### config.mk
export PLATFORM = sky130hd
export DESIGN_NAME = spi_boot_streamer
export DESIGN_NICKNAME = d
export VERILOG_FILES = /design/src/rtl/spi_boot_pkg.sv /design/src/rtl/spi_boot_shifter.sv /design/src/rtl/boot_window_ctl.sv /design/src/rtl/spi_boot_streamer.sv
export SDC_FILE = /design/constraint.sdc
export NUM_CORES = 1
export LEC_CHECK = 0
export BUFFER_PORTS_ARGS = -buffer_cell sky130_fd_sc_hd__buf_4
export CAP_MARGIN = 20
export CORE_UTILIZATION = 30
export CTS_BUF_LIST = sky130_fd_sc_hd__clkbuf_4 sky130_fd_sc_hd__clkbuf_8
export CTS_CLUSTER_DIAMETER = 30
export DETAILED_ROUTE_END_ITERATION = 6
export PLACE_DENSITY = 0.59
export SETUP_SLACK_MARGIN = 0.2
export SYNTH_ARGS = -nofsm -noshare
export SYNTH_HDL_FRONTEND = slang
export SYNTH_HIERARCHICAL = 1
export SYNTH_SLANG_ARGS = --single-unit
export TNS_END_PERCENT = 30
### constraint.sdc
create_clock -name clk -period 2.75 [get_ports clk]
set_clock_uncertainty 0.05 [all_clocks]
set_input_delay 0.55 -clock clk [delete_from_list [all_inputs] [get_ports clk]]
set_output_delay 0.55 -clock clk [all_outputs]
set_load 0.1 [all_outputs]
### src/rtl/spi_boot_pkg.sv
package spi_boot_pkg;
  typedef enum logic [2:0] {
    SH_INIT,
    SH_PRE,
    SH_IDLE,
    SH_SHIFT,
    SH_OFF
  } shf_state_e;
endpackage

### src/rtl/spi_boot_shifter.sv
module spi_boot_shifter
  import spi_boot_pkg::*;
#(
  parameter int DATA_W       = 8,
  parameter int PRE_CLKS     = 8,
  parameter int MOSI_HI_CLKS = 2
) (
  input  logic              clk,
  input  logic              rst_n,
  input  logic              byte_req,
  input  logic              stop,
  input  logic              miso,
  output logic              sclk,
  output logic              cs_n,
  output logic              mosi,
  output logic              byte_done,
  output logic [DATA_W-1:0] byte_val
);
  localparam int MAXC  = (PRE_CLKS > DATA_W) ? PRE_CLKS : DATA_W;
  localparam int CNT_W = $clog2(MAXC) + 1;
  localparam logic [CNT_W-1:0] PRE_LAST  = CNT_W'(PRE_CLKS - 1);
  localparam logic [CNT_W-1:0] BYTE_LAST = CNT_W'(DATA_W - 1);
  localparam logic [CNT_W-1:0] MOSI_HI   = CNT_W'(MOSI_HI_CLKS);

  shf_state_e        state_q;
  logic              ph_q;
  logic [CNT_W-1:0]  cnt_q;
  logic [DATA_W-1:0] sreg_q;
  logic              last_clk;

  assign last_clk = (state_q == SH_PRE) ? (cnt_q == PRE_LAST) : (cnt_q == BYTE_LAST);

  always_ff @(posedge clk) begin
    if (!rst_n) begin
      state_q <= SH_INIT;
      ph_q    <= 1'b0;
      cnt_q   <= '0;
      sreg_q  <= '0;
    end else if (stop) begin
      state_q <= SH_OFF;
      ph_q    <= 1'b0;
    end else begin
      case (state_q)
        SH_INIT: begin
          state_q <= SH_PRE;
          cnt_q   <= '0;
        end
        SH_PRE, SH_SHIFT: begin
          if (!ph_q) begin
            ph_q <= 1'b1;
            if (state_q == SH_SHIFT) sreg_q <= {sreg_q[DATA_W-2:0], miso};
          end else begin
            ph_q <= 1'b0;
            if (last_clk) begin
              cnt_q   <= '0;
              state_q <= SH_IDLE;
            end else begin
              cnt_q <= cnt_q + 1'b1;
            end
          end
        end
        SH_IDLE: begin
          if (byte_req) begin
            state_q <= SH_SHIFT;
            cnt_q   <= '0;
          end
        end
        default: state_q <= SH_OFF;
      endcase
    end
  end

  assign sclk      = ph_q;
  assign cs_n      = (state_q == SH_INIT) || (state_q == SH_OFF);
  assign mosi      = (state_q == SH_PRE) && (cnt_q < MOSI_HI);
  assign byte_done = (state_q == SH_SHIFT) && ph_q && last_clk;
  assign byte_val  = sreg_q;
endmodule

### src/rtl/boot_window_ctl.sv
module boot_window_ctl #(
  parameter int          ADDR_W   = 16,
  parameter int          DATA_W   = 8,
  parameter int unsigned WIN_BASE = 32'h8000
) (
  input  logic              clk,
  input  logic              rst_n,
  input  logic              rd_valid,
  input  logic [ADDR_W-1:0] rd_addr,
  input  logic              rd_fetch,
  input  logic              byte_done,
  input  logic [DATA_W-1:0] byte_val,
  output logic              byte_req,
  output logic              stop,
  output logic              rd_ready,
  output logic              rd_drive,
  output logic [DATA_W-1:0] rd_data
);
  localparam logic [ADDR_W-1:0] BASE = ADDR_W'(WIN_BASE);

  logic              boot_q;
  logic              have_q;
  logic [DATA_W-1:0] data_q;
  logic              in_win;
  logic              sel;

  assign in_win   = (rd_addr >= BASE);
  assign sel      = boot_q && rd_valid && in_win;
  assign stop     = boot_q && rd_valid && rd_fetch && !in_win;
  assign byte_req = sel && !have_q;
  assign rd_ready = sel && have_q;
  assign rd_drive = rd_ready;
  assign rd_data  = rd_ready ? data_q : '0;

  always_ff @(posedge clk) begin
    if (!rst_n) begin
      boot_q <= 1'b1;
      have_q <= 1'b0;
      data_q <= '0;
    end else begin
      if (stop) boot_q <= 1'b0;
      if (byte_done) begin
        have_q <= 1'b1;
        data_q <= byte_val;
      end else if (rd_ready) begin
        have_q <= 1'b0;
      end
    end
  end
endmodule

### src/rtl/spi_boot_streamer.sv
module spi_boot_streamer #(
  parameter int          ADDR_W   = 16,
  parameter int          DATA_W   = 8,
  parameter int unsigned WIN_BASE = 32'h8000,
  parameter int          PRE_CLKS = 8
) (
  input  logic              clk,
  input  logic              rst_n,
  input  logic              rd_valid,
  input  logic [ADDR_W-1:0] rd_addr,
  input  logic              rd_fetch,
  output logic              rd_ready,
  output logic [DATA_W-1:0] rd_data,
  output logic              rd_drive,
  output logic              spi_sclk,
  output logic              spi_cs_n,
  output logic              spi_mosi,
  input  logic              spi_miso
);
  logic              byte_req;
  logic              stop;
  logic              byte_done;
  logic [DATA_W-1:0] byte_val;

  spi_boot_shifter #(
    .DATA_W      (DATA_W),
    .PRE_CLKS    (PRE_CLKS),
    .MOSI_HI_CLKS(2)
  ) u_shf (
    .clk      (clk),
    .rst_n    (rst_n),
    .byte_req (byte_req),
    .stop     (stop),
    .miso     (spi_miso),
    .sclk     (spi_sclk),
    .cs_n     (spi_cs_n),
    .mosi     (spi_mosi),
    .byte_done(byte_done),
    .byte_val (byte_val)
  );

  boot_window_ctl #(
    .ADDR_W  (ADDR_W),
    .DATA_W  (DATA_W),
    .WIN_BASE(WIN_BASE)
  ) u_ctl (
    .clk      (clk),
    .rst_n    (rst_n),
    .rd_valid (rd_valid),
    .rd_addr  (rd_addr),
    .rd_fetch (rd_fetch),
    .byte_done(byte_done),
    .byte_val (byte_val),
    .byte_req (byte_req),
    .stop     (stop),
    .rd_ready (rd_ready),
    .rd_drive (rd_drive),
    .rd_data  (rd_data)
  );
endmodule

==> results.py <==
metrics = {
    "sta": {
        "drv_slew": 0,
        "rsz0062_at_grt": "no",
        "setup_viol": 0,
        "period_minus_slack_ps": 2190,
        "hold_violations": 0,
        "maxSlewHeadroom_pct": 51.1,
        "worst_slew_pin_slew_ps": 732,
        "finalCritPeriodShare_pct": 79.5,
        "tns_ps": 0,
        "fmax_mhz": 457,
    },
    "global_routing": {
        "grt_pass1_vias": 1007,
        "grtUsageTotal_pct": 13.8,
        "antenna_found_initial": 0,
        "grtUsageMet3_pct": 5.03,
        "grt-busiest-layer": "met2",
        "grt_pass1_wl_mm": 4.48,
        "overflow": 0,
        "grt_start_max_net_pins": 16,
        "met1_usage_pct": 15.3,
        "grt_use_met2_pct": 23.8,
    },
    "routing": {
        "num_vias": 1023,
        "drt-initial-drc-count": 41,
        "postRouteAntennaNets": 0,
        "routed_wl_mm": 2.69,
        "wire_per_inst_um": 13.7,
        "drc": 0,
        "firstDrtPassIters": 4,
        "vias_per_cell": 5.19,
    },
    "die": {
        "ioPinCount": 34,
        "coreArea_mm2": 0.00377,
        "die_h_um": 65.4,
        "rows": 22,
        "dieArea_mm2": 0.00428,
        "start_util_pct": 32.0,
        "die_w_um": 65.4,
    },
    "worst_setup_path": {
        "worstPathRequired_ps": 2150,
        "r2r_slack_ps": 820,
        "worstPathArrival_ps": 1590,
        "path_class": "reg -> out",
        "worst_path_largest_cell_delay_ps": 550,
        "start_kind": "flop",
        "rr_startpoint": "u_shf/cnt_q[0]",
        "cp-end-kind": "output pin",
        "critical-path-top-delay-family": "simple AND/OR/NAND/NOR gates",
        "critPathBufInv": 1,
        "rr_worst_depth": 5,
        "crit_fanout": 7,
        "r2r-end": "u_ctl/data_q[6]",
        "cp_slowest_cell": "or4_1",
        "worstPathCellList": "or4_1 -> nor2_2 -> buf_4",
    },
    "yosys": {
        "synth_nets": 156,
        "synth_area_mm2": 0.00121,
        "synth_top_family_by_area": "simple AND/OR/NAND/NOR gates",
        "yosys-top-cells-area": "dfxtp_1 (43%), mux2i_1 (6.6%), nor2b_1 (5.7%)",
        "yosys.cell_types.count": 37,
        "avgSynthCellArea_um2": 9.00,
        "yosysSeqAreaShare_pct": 43.2,
        "synth_edf_count": 0,
        "muxShareOfSynthArea_pct": 6.64,
        "synth_top_cell_area_share_pct": 43.2,
        "synthAdderAreaFrac_pct": 1.04,
        "synth_compound_area_share_pct": 14.4,
        "yosysWarnings": 6,
        "ys_seq_elements": 26,
        "yosys.area_share.simple_pct": 28.6,
        "synth_top_area_cell": "dfxtp_1",
        "yosys_most_used_dff": "dfxtp_1",
        "synth_cells": 134,
        "async_flop_share_pct": 0,
        "synth_xor_area_share_pct": 0.726,
    },
    "clock_network": {
        "htree_levels": 1,
        "root_buffer": "clkbuf_8",
        "clkLatencyLatePin_ps": 280,
        "cts_resized": 0,
        "cts_buffer_depth": 2,
        "numCtsBuffers": 3,
        "clk_pin_slew_ps": 90,
        "clock-sinks": 26,
        "post_cts_buffers": 0,
        "cts_tree": "built",
        "holdBufCountCts": 0,
    },
    "pwr": {
        "pwr-share-comb_pct": 11.7,
        "total_power_mw": 0.806,
        "p_clk_share_pct": 39.5,
        "seq_power_share_pct": 48.8,
        "p_switching_mw": 0.201,
        "p_leak_nw": 0.537,
        "p_int_mw": 0.606,
        "switching_share_pct": 24.9,
        "power_density_mw_per_mm2": 563,
        "vdd_drop_max_mv": 0.374,
    },
    "flow_run": {
        "drv_cap": 0,
    },
    "final_layout": {
        "drive_gt1_share_pct": 17.4,
        "final_common_cell": "dfxtp_1",
        "antenna_cells": 0,
        "area_growth_pct": 18.8,
        "final_cell_mix": "dfxtp_1 (26), buf_4 (19), nor2b_1 (11)",
        "fin_area_mm2": 0.00143,
        "nNetsFinal": 172,
    },
    "place": {
        "place_area_mm2": 0.00136,
        "dp_hpwl_mm": 1.81,
        "place_congestion": 0.805,
        "port_buffers": 18,
    },
    "status": {
        "status": "finished clean",
    },
    "min_path": {
        "hold_end": "u_shf/byte_val[3]",
        "min_from": "u_shf/byte_val[2]",
        "min_delay_path_depth": 2,
        "hp-class": "reg -> reg",
    },
}
-- state kept, by name (all words and copies together), names as in the netlist --
signal,flops
u_shf/state_q,3
u_shf/cnt_q,4
u_shf/byte_val,8
u_ctl/have_q,1
u_ctl/data_q,8
u_shf/sclk,1
u_ctl/boot_q,1
-- logic make-up after synthesis --
kind of cell	Yosys count
simple gates	56
compound gates	30
flops	26
buf+inv	12
mux	8
xor+xnor	1
fa+ha+maj	1
-- per-layer routing --
| layer | wire length (µm) | part of all wire (%) |
|---|---|---|
| met1 | 1210 | 45 |
| met2 | 1300 | 48 |
| met3 | 150 | 5.6 |
| met4 | 31 | 1.2 |
| met5 | 0 | 0 |
-- worst min-delay path, stage by stage (launching register included) --
cell and delay (ps):
dfxtp_1 330, nand3_1 60, a21oi_1 60
-- worst max-delay path by stage --
stage,from,end,slack [ps],cells after the start
2_1_floorplan,rd_addr[15],rd_data[0],370,3
3_3_place_gp,rd_valid,u_shf/cnt_q[0],500,6
3_5_place_dp,rd_valid,u_shf/cnt_q[0],460,6
4_1_cts,u_shf/state_q[1],spi_mosi,550,3
5_1_grt,u_shf/state_q[1],spi_mosi,480,3
6_report,u_shf/state_q[1],spi_mosi,560,3
-- cells in the mapped netlist, types with 2 or more instances --
master	instances
and4_1	2
a31oi_1	2
and3b_1	2
clkbuf_1	2
or4_1	4
nor2b_1	11
nand3_1	10
mux2i_1	8
o21ai_1	2
a21oi_1	10
o21ai_0	9
and2_1	9
buf_4	3
nand2_1	2
inv_1	4
nor3_1	2
o31ai_1	2
dfxtp_1	26
nor2_1	6
-- power by group through the flow --
| stage | Clock, mW | Combinational, mW | Sequential (mW) |
|---|---|---|---|
| after floorplan | 0 | 0.0625 | 0.407 |
| after global placement | 0 | 0.0919 | 0.401 |
| after detailed placement | 0 | 0.0938 | 0.402 |
| after CTS | 0.326 | 0.0941 | 0.393 |
| after global routing | 0.345 | 0.101 | 0.395 |
| final | 0.319 | 0.0946 | 0.393 |
-- area by class of cell --
| cell class | count | area (µm²) |
|---|---|---|
| Clock buffer | 3 | 41.3 |
| Clock inverter | 1 | 30.0 |
| Fill cell | 379 | 2340 |
| Inverter | 4 | 15.0 |
| Multi-Input combinational cell | 96 | 623 |
| Sequential cell | 26 | 520 |
| Tap cell | 48 | 60.1 |
| Timing Repair Buffer | 19 | 143 |
-- stage by stage --
step / utilization (%) / hold slack [ps] / setup WS [ps] / std cells
floorplan: - / 403 / 368 / 134
global placement: 36.1 / 418 / 502 / 193
detailed placement: 36.1 / 424 / 461 / 193
CTS: 38.0 / 437 / 554 / 197
global route: 38.0 / 458 / 481 / 197
finish: 38.0 / 441 / 563 / 197
Power figures use the tool's default switching activity.
